### src/rtl/pt_walker_pkg.sv
package pt_walker_pkg;
  typedef enum logic [2:0] {
    S_IDLE,
    S_READ_L1,
    S_WAIT_L1,
    S_READ_L2,
    S_WAIT_L2,
    S_DONE
  } walk_state_e;

  localparam int unsigned LVL_W    = 2;
  localparam int unsigned PROT_W   = 2;
  localparam int unsigned FLAG_TOP = 4;  // highest status bit in an entry
endpackage

### src/rtl/pt_va_split.sv
module pt_va_split #(
  parameter int unsigned VA_W  = 32,
  parameter int unsigned L1_W  = 10,
  parameter int unsigned L2_W  = 10,
  parameter int unsigned OFF_W = VA_W - L1_W - L2_W
) (
  input  logic [VA_W-1:0]  va_i,
  output logic [L1_W-1:0]  l1_idx_o,
  output logic [L2_W-1:0]  l2_idx_o,
  output logic [OFF_W-1:0] off_o
);
  assign l1_idx_o = va_i[VA_W-1 -: L1_W];
  assign l2_idx_o = va_i[OFF_W +: L2_W];
  assign off_o    = va_i[OFF_W-1:0];
endmodule

### src/rtl/pt_entry_addr.sv
module pt_entry_addr #(
  parameter int unsigned PA_W    = 32,
  parameter int unsigned OFF_W   = 12,
  parameter int unsigned IDX_W   = 10,
  parameter int unsigned PTE_W   = 32,
  parameter int unsigned FRAME_W = PA_W - OFF_W
) (
  input  logic [FRAME_W-1:0] frame_i,
  input  logic [IDX_W-1:0]   idx_i,
  output logic [PA_W-1:0]    addr_o
);
  localparam int unsigned ESH = $clog2(PTE_W / 8);

  assign addr_o = {frame_i, {OFF_W{1'b0}}} + (PA_W'(idx_i) << ESH);
endmodule

### src/rtl/pt_entry_decode.sv
module pt_entry_decode
  import pt_walker_pkg::*;
#(
  parameter int unsigned PTE_W   = 32,
  parameter int unsigned FRAME_W = 20
) (
  input  logic [PTE_W-1:0]   word_i,
  output logic               valid_o,
  output logic               ref_o,
  output logic               mod_o,
  output logic [PROT_W-1:0]  prot_o,
  output logic [FRAME_W-1:0] frame_o
);
  localparam int unsigned RSV_LO = FLAG_TOP + 1;
  localparam int unsigned RSV_HI = PTE_W - FRAME_W - 1;

  assign valid_o = word_i[0];
  assign ref_o   = word_i[1];
  assign mod_o   = word_i[2];
  assign prot_o  = word_i[FLAG_TOP -: PROT_W];
  assign frame_o = word_i[PTE_W-1 -: FRAME_W];

  logic unused_rsvd;
  assign unused_rsvd = ^word_i[RSV_HI:RSV_LO];
endmodule

### src/rtl/pt_walk_fsm.sv
module pt_walk_fsm
  import pt_walker_pkg::*;
(
  input  logic        clk_i,
  input  logic        rst_ni,
  input  logic        req_fire_i,
  input  logic        mem_gnt_i,
  input  logic        mem_rvalid_i,
  input  logic        pte_valid_i,
  output walk_state_e state_o
);
  walk_state_e state_d;

  always_comb begin
    state_d = state_o;
    unique case (state_o)
      S_IDLE:    if (req_fire_i)   state_d = S_READ_L1;
      S_READ_L1: if (mem_gnt_i)    state_d = S_WAIT_L1;
      S_WAIT_L1: if (mem_rvalid_i) state_d = pte_valid_i ? S_READ_L2 : S_DONE;
      S_READ_L2: if (mem_gnt_i)    state_d = S_WAIT_L2;
      S_WAIT_L2: if (mem_rvalid_i) state_d = S_DONE;
      S_DONE:                      state_d = S_IDLE;
      default:                     state_d = S_IDLE;
    endcase
  end

  always_ff @(posedge clk_i or negedge rst_ni) begin
    if (!rst_ni) state_o <= S_IDLE;
    else         state_o <= state_d;
  end
endmodule

### src/rtl/pt_walker.sv
module pt_walker
  import pt_walker_pkg::*;
#(
  parameter int unsigned VA_W       = 32,
  parameter int unsigned L1_W       = 10,
  parameter int unsigned L2_W       = 10,
  parameter int unsigned PA_W       = 32,
  parameter int unsigned PTE_W      = 32,
  parameter int unsigned ROOT_RST   = 0,
  localparam int unsigned OFF_W     = VA_W - L1_W - L2_W,
  localparam int unsigned FRAME_W   = PA_W - OFF_W
) (
  input  logic               clk_i,
  input  logic               rst_ni,
  input  logic               root_we_i,
  input  logic [FRAME_W-1:0] root_frame_i,
  input  logic               req_valid_i,
  output logic               req_ready_o,
  input  logic [VA_W-1:0]    req_va_i,
  output logic               mem_req_o,
  output logic [PA_W-1:0]    mem_addr_o,
  input  logic               mem_gnt_i,
  input  logic               mem_rvalid_i,
  input  logic [PTE_W-1:0]   mem_rdata_i,
  output logic               rsp_valid_o,
  output logic               rsp_fault_o,
  output logic [LVL_W-1:0]   rsp_fault_lvl_o,
  output logic [VA_W-1:0]    rsp_fault_va_o,
  output logic [PA_W-1:0]    rsp_pa_o,
  output logic               rsp_ref_o,
  output logic               rsp_mod_o,
  output logic [PROT_W-1:0]  rsp_prot_o
);
  walk_state_e        state;
  logic               req_fire;
  logic [VA_W-1:0]    va_q;
  logic [FRAME_W-1:0] root_q, walk_root_q, l1_frame_q;
  logic [L1_W-1:0]    l1_idx;
  logic [L2_W-1:0]    l2_idx;
  logic [OFF_W-1:0]   off;
  logic [PA_W-1:0]    l1_addr, l2_addr;
  logic               pte_valid, pte_ref, pte_mod;
  logic [PROT_W-1:0]  pte_prot;
  logic [FRAME_W-1:0] pte_frame;
  logic               l1_rsp, l2_rsp;

  assign req_ready_o = (state == S_IDLE);
  assign req_fire    = req_valid_i & req_ready_o;
  assign l1_rsp      = (state == S_WAIT_L1) & mem_rvalid_i;
  assign l2_rsp      = (state == S_WAIT_L2) & mem_rvalid_i;

  pt_va_split #(.VA_W(VA_W), .L1_W(L1_W), .L2_W(L2_W), .OFF_W(OFF_W)) u_split (
    .va_i(va_q), .l1_idx_o(l1_idx), .l2_idx_o(l2_idx), .off_o(off)
  );

  pt_entry_addr #(.PA_W(PA_W), .OFF_W(OFF_W), .IDX_W(L1_W), .PTE_W(PTE_W)) u_l1_addr (
    .frame_i(walk_root_q), .idx_i(l1_idx), .addr_o(l1_addr)
  );

  pt_entry_addr #(.PA_W(PA_W), .OFF_W(OFF_W), .IDX_W(L2_W), .PTE_W(PTE_W)) u_l2_addr (
    .frame_i(l1_frame_q), .idx_i(l2_idx), .addr_o(l2_addr)
  );

  pt_entry_decode #(.PTE_W(PTE_W), .FRAME_W(FRAME_W)) u_dec (
    .word_i(mem_rdata_i), .valid_o(pte_valid), .ref_o(pte_ref), .mod_o(pte_mod),
    .prot_o(pte_prot), .frame_o(pte_frame)
  );

  pt_walk_fsm u_fsm (
    .clk_i(clk_i), .rst_ni(rst_ni), .req_fire_i(req_fire), .mem_gnt_i(mem_gnt_i),
    .mem_rvalid_i(mem_rvalid_i), .pte_valid_i(pte_valid), .state_o(state)
  );

  always_ff @(posedge clk_i or negedge rst_ni) begin
    if (!rst_ni)        root_q <= FRAME_W'(ROOT_RST);
    else if (root_we_i) root_q <= root_frame_i;
  end

  // request capture and first-level pointer
  always_ff @(posedge clk_i or negedge rst_ni) begin
    if (!rst_ni) begin
      va_q        <= '0;
      walk_root_q <= '0;
      l1_frame_q  <= '0;
    end else begin
      if (req_fire) begin
        va_q        <= req_va_i;
        walk_root_q <= root_q;
      end
      if (l1_rsp && pte_valid) l1_frame_q <= pte_frame;
    end
  end

  // result registers
  always_ff @(posedge clk_i or negedge rst_ni) begin
    if (!rst_ni) begin
      rsp_fault_o     <= 1'b0;
      rsp_fault_lvl_o <= '0;
      rsp_pa_o        <= '0;
      rsp_ref_o       <= 1'b0;
      rsp_mod_o       <= 1'b0;
      rsp_prot_o      <= '0;
    end else if (req_fire) begin
      rsp_fault_o     <= 1'b0;
      rsp_fault_lvl_o <= '0;
      rsp_pa_o        <= '0;
      rsp_ref_o       <= 1'b0;
      rsp_mod_o       <= 1'b0;
      rsp_prot_o      <= '0;
    end else if (l1_rsp && !pte_valid) begin
      rsp_fault_o     <= 1'b1;
      rsp_fault_lvl_o <= LVL_W'(1);
    end else if (l2_rsp) begin
      if (pte_valid) begin
        rsp_pa_o   <= {pte_frame, off};
        rsp_ref_o  <= pte_ref;
        rsp_mod_o  <= pte_mod;
        rsp_prot_o <= pte_prot;
      end else begin
        rsp_fault_o     <= 1'b1;
        rsp_fault_lvl_o <= LVL_W'(2);
      end
    end
  end

  assign mem_req_o      = (state == S_READ_L1) | (state == S_READ_L2);
  assign mem_addr_o     = (state == S_READ_L2) ? l2_addr : l1_addr;
  assign rsp_valid_o    = (state == S_DONE);
  assign rsp_fault_va_o = va_q;
endmodule

### config.mk
export PLATFORM = sky130hd
export DESIGN_NAME = pt_walker
export DESIGN_NICKNAME = d
export VERILOG_FILES = /design/src/rtl/pt_walker_pkg.sv /design/src/rtl/pt_va_split.sv /design/src/rtl/pt_entry_addr.sv /design/src/rtl/pt_entry_decode.sv /design/src/rtl/pt_walk_fsm.sv /design/src/rtl/pt_walker.sv
export SDC_FILE = /design/constraint.sdc
export NUM_CORES = 1
export LEC_CHECK = 0
export BUFFER_PORTS_ARGS = -buffer_cell sky130_fd_sc_hd__buf_2
export CAP_MARGIN = 15
export CORE_MARGIN = 2
export CORE_UTILIZATION = 54
export DETAILED_ROUTE_END_ITERATION = 10
export GPL_TIMING_DRIVEN = 0
export PLACE_DENSITY = 0.86
export SYNTH_ARGS = -nofsm -noshare
export SYNTH_HDL_FRONTEND = slang
export SYNTH_SLANG_ARGS = --single-unit
### constraint.sdc
create_clock -name clk_i -period 3.55 [get_ports clk_i]
set_clock_uncertainty 0.05 [all_clocks]
set_input_delay 0.5325 -clock clk_i [delete_from_list [all_inputs] [get_ports clk_i]]
set_output_delay 0.5325 -clock clk_i [all_outputs]
set_load 0.005 [all_outputs]
# ---- Word level (Yosys, flattened, before mapping)
# Index checks and enable logic that the tools add are counted.
dict set report totals {
  reg_bits 134
}
dict set report op_classes {
  add_sub_neg 2
  eq_ne 12
  mux 32
  bitwise_logic 4
  n_reduce_logical 10
}
# op count
set op_table {}
lappend op_table {{$mux W32} 5}
lappend op_table {{$add A32 B12 Y32} 2}
lappend op_table {{$mux W3} 6}
lappend op_table {{$mux W2} 8}
lappend op_table {{$pmux W3 S5} 1}
lappend op_table {{$mux W1} 12}
lappend op_table {{$ne A2 B2 Y1 const B} 5}
lappend op_table {{$eq A3 B2 Y1 const B} 2}
lappend op_table {{$eq A3 B3 Y1 const B} 2}
lappend op_table {{$reduce_and A5 Y1} 1}
lappend op_table {{$reduce_bool A2 Y1} 2}
lappend op_table {{$and A1 B1 Y1} 3}
lappend op_table {{$eq A3 B1 Y1 const B} 1}
lappend op_table {{$logic_not A3 Y1} 1}
lappend op_table {{$ne A3 B1 Y1 const B} 1}
lappend op_table {{$reduce_and A3 Y1} 1}
lappend op_table {{$reduce_bool A3 Y1} 1}
lappend op_table {{$logic_and A1 B1 Y1} 2}
lappend op_table {{$ne A2 B1 Y1 const B} 1}
lappend op_table {{$reduce_and A2 Y1} 1}
lappend op_table {{$logic_not A1 Y1} 1}
lappend op_table {{$or A1 B1 Y1} 1}

# ---- Longest topological paths before layout
dict set report depth {
  depth_word 5
  mapped_depth 5
  mapped_depth_nobuf 3
}

# ---- Cells and area by module
# A second synthesis with hierarchy kept.
dict set report unflattened {
  cells_unflattened 552
  hier_area_um2 6896.6
}
# mod instances cells_per_inst area_per_inst_um2
set modules_own_cells {}
lappend modules_own_cells {pt_walker 1 411 5803.1}
lappend modules_own_cells {pt_entry_addr 2 33 244.0}
lappend modules_own_cells {pt_va_split 1 32 240.2}
lappend modules_own_cells {pt_entry_decode 1 25 187.7}
lappend modules_own_cells {pt_walk_fsm 1 18 177.7}

# ---- Worst setup path before layout
# OpenSTA, ideal clock, no wires.
dict set report synth_path {
  kind {register to output}
  start {register u_fsm.state_o[0]}
  end {output mem_addr_o[10]}
  t_arrival_ns 1.215
  required_ns 2.967
  setup_slack_ns 1.752
  stages_incl_launch_ff 5
  path_cell_list {dfrtp_1 > nor2b_1 > nand2_1 > buf_2 > mux2_2}
}
dict set report synth_via {
  elab_chain_cells 2
}
# item line
set synth_rtl {}
lappend synth_rtl {{from (decl)} pt_walk_fsm.sv:10} ;# output walk_state_e state_o
lappend synth_rtl {{from (signal assigned)} pt_walk_fsm.sv:29} ;# else state_o <= state_d;
lappend synth_rtl {{$eq A3 B2 Y1} pt_walker.sv:127} ;# assign mem_addr_o = (state == S_READ_L2) ? l2_addr : l1_addr;
lappend synth_rtl {{$mux W32} pt_walker.sv:127}
lappend synth_rtl {{to (decl)} pt_walker.sv:21} ;# output logic [PA_W-1:0] mem_addr_o,
# No other way between the ends.

# ---- Final worst setup path
dict set report layout_path {
  start {register u_fsm.state_o[0]}
  end {output mem_addr_o[16]}
}
# Same word-level chain as after synthesis.

==> results.yml <==
logic_synthesis:
  synthCells: 369
  netlist_area_um2: 5540
  synth_async_sr_flop_share_pct: 100
  ys_types: 33
  ys_warn_count: 0
  seq_area_frac_synth_pct: 60.5
  avgSynthCellArea_um2: 15.0
  synthFlopType: "dfrtp_1"
  ys_seq_elements: 134
  synth_edf_count: 0
sta:
  period_share_pct: 76.3
  fmax_ghz: 0.369
  rsz0062_at_grt: "false"
  tightest_slew_ns: 0.677
  drv_slew: 0
  slew_headroom_pct: 54.9
  hold_viol: 0
  finalSetupViolations: 0
  layout_min_cycle_time_ns: 2.71
  fin_tns_setup_ns: 0
clocking:
  cts_sinks: 134
  cts_tree: "built"
  post_cts_buffers: 0
  post_cts_resized: 0
  ctsRootBufferMaster: "clkbuf_8"
  numCtsBuffers: 17
  cts.htree.levels: 4
  cts_max_path_buffers: 2
  clk_pin_slew_ns: 0.06
  clk_latency_ns: 0.51
  holdBufCountCts: 1
worst_setup_path:
  critPathTopFamily: "buffers and inverters"
  path_max_fanout: 10
  start_kind: "flop"
  slowest_stage: "dfrtp_1"
  path_buf_inv: 2
  cp-endpoint: "mem_addr_o[16]"
  r2r-start: "u_fsm.state_o[2]"
  critPathArrivalTime_ns: 2.13
  cp-startpoint: "u_fsm.state_o[0]"
  critPathKind: "reg -> out"
  rr_worst_depth: 5
  cpMostUsedCell: "buf_2"
  path_cells: "nor2b_1 > nand2_1 > buf_2 > mux2_2 > buf_2"
  endpoint_kind: "output pin"
  critPathRequiredTime_ns: 2.97
  critPathMaxStageDelay_ns: 0.41
  worst-path-stages: 5
  reg2reg_slack_ns: 1.80
  r2r-end: "walk_root_q[7]"
floorplan:
  initial_core_util_pct: 56.2
  die_h_um: 105
  row_count: 36
  dieArea_um2: 11100
  core_um2: 9860
  die_width_um: 105
  io_pins: 196
grt:
  grt_pass1_vias: 4131
  grt_antenna_before_repair: 0
  grt_max_degree: 76
  globalRouteTotalUtil_pct: 24.9
  overflow: 0
  grt_pass1_wl_mm: 21.4
detailed_routing:
  dr_wl_met3_mm: 1.00
  drtAntennaViolNets: 0
  via_per_inst: 5.37
  met2_length_mm: 6.68
  num_vias: 3873
  drc_errors: 0
  wl_per_cell_um: 18.4
  drt-pass1-iter-count: 4
  first_iter_violations: 158
  top_layer: "met4"
  wl_met1_mm: 5.42
  routed_wl_mm: 13.3
job:
  cap_violations: 0
power:
  p_switching_mw: 1.91
  pwr-share-clk_pct: 27.7
  power.density_nw_per_um2: 890
  leakagePower_nw: 3.66
  swShare_pct: 29.4
  internal_power_mw: 4.58
  peakVddDrop_v: 0.000454
  combPwrFrac_pct: 34.3
  p_seq_share_pct: 38.0
placed_design:
  hpwl_mm: 9.33
  place_congestion: 0.812
  portBuffers: 185
cells_and_area:
  drive_above_1_share_pct: 60.4
  num_antenna_cells: 0
  fin_util_pct: 73.9
  fillers: 644
  syn_to_final_growth_pct: 31.6
  fin_nets: 666
hold_path:
  hold_class: "in -> reg"
outcome:
  status: "finished, final reports clean"
==> worst min-delay path by stage <==
stage | start | endpoint | cells past startpoint
floorplan | rst_ni | l1_frame_q[0] | 0
global placement | walk_root_q[16] | walk_root_q[16] | 1
detailed placement | walk_root_q[16] | walk_root_q[16] | 1
CTS | mem_rdata_i[3] | rsp_prot_o[0] | 2
global route | req_va_i[20] | rsp_fault_va_o[20] | 2
finish | mem_rdata_i[3] | rsp_prot_o[0] | 2
==> flip-flops by register name, summed over array words and instances, names as in the netlist, 2 cells and up <==
register and flops:
rsp_fault_va_o 32, rsp_pa_o 32, l1_frame_q 20, root_q 20, walk_root_q 20, u_fsm.state_o 3, rsp_fault_lvl_o 2, rsp_prot_o 2
==> final cells by class <==
cell class	count	area, um2	share of cell area (%)
Multi-Input combinational cell	197	1930	26.5
Clock inverter	9	149	2.04
Clock buffer	22	463	6.35
Sequential cell	134	3350	46.0
Tap cell	133	166	2.28
Buffer	35	244	3.35
Inverter	4	15.0	0.206
Timing Repair Buffer	187	970	13.3
==> per-stage QoR <==
step	total power, mW	std cells	setup slack (ns)	area (um2)	hold WS, ns
floorplan	3.75	370	1.75	5540	0.187
global placement	4.59	688	0.226	6640	0.414
finish	6.49	721	0.841	7290	0.192
detailed placement	4.71	689	1.40	6670	0.423
CTS	6.55	721	0.813	7290	0.169
global route	6.86	721	0.738	7290	0.170
==> layer usage <==
metal  up-vias  track usage (%)
met5         -                0
met4         0             7.71
met3        20             8.53
met2       169             42.4
met1      1944             29.9
li1       1740                -
==> kinds of logic after synthesis <==
kind of cell,synth area share [%]
xor+xnor,0.158
flops,60.5
simple gates,2.03
mux,25.0
other cells,0.0677
compound gates,7.54
buf+inv,4.68
==> layout by cell type (no fill, tap or decap), types with 2 or more instances in the layout <==
master	synthesis	layout
a22o_1	37	37
o22ai_1	2	2
dfrtp_1	134	134
and2_1	2	2
inv_1	4	4
bufinv_16	0	4
nand2_1	3	3
nor3b_1	2	2
clkbuf_16	0	16
clkinv_2	0	4
nor2b_1	2	2
mux2_1	13	13
conb_1	1	2
buf_6	6	7
clkbuf_8	0	4
nand2b_1	2	2
buf_2	9	193
mux2_2	109	109
buf_4	15	15
nor2_1	4	4
clkbuf_1	5	7
a21oi_1	4	4
==> synthesized netlist by cell type, types with 3 or more instances <==
cell type | n | area [um2]
a21oi_1 | 4 | 20.0
a22o_1 | 37 | 324
buf_2 | 9 | 45.0
buf_4 | 15 | 113
buf_6 | 6 | 67.6
clkbuf_1 | 5 | 18.8
dfrtp_1 | 134 | 3350
inv_1 | 4 | 15.0
mux2_1 | 13 | 146
mux2_2 | 109 | 1230
nand2_1 | 3 | 11.3
nor2_1 | 4 | 15.0
==> power by group through the flow <==
stage	Clock, mW	Combinational [mW]	Sequential, mW
after global placement	0	2.16	2.44
final	1.80	2.23	2.47
after detailed placement	0	2.23	2.48
after floorplan	0	1.34	2.41
after global routing	1.90	2.42	2.54
after CTS	1.83	2.26	2.47
Note: power is estimated with default switching activity, not from simulation.
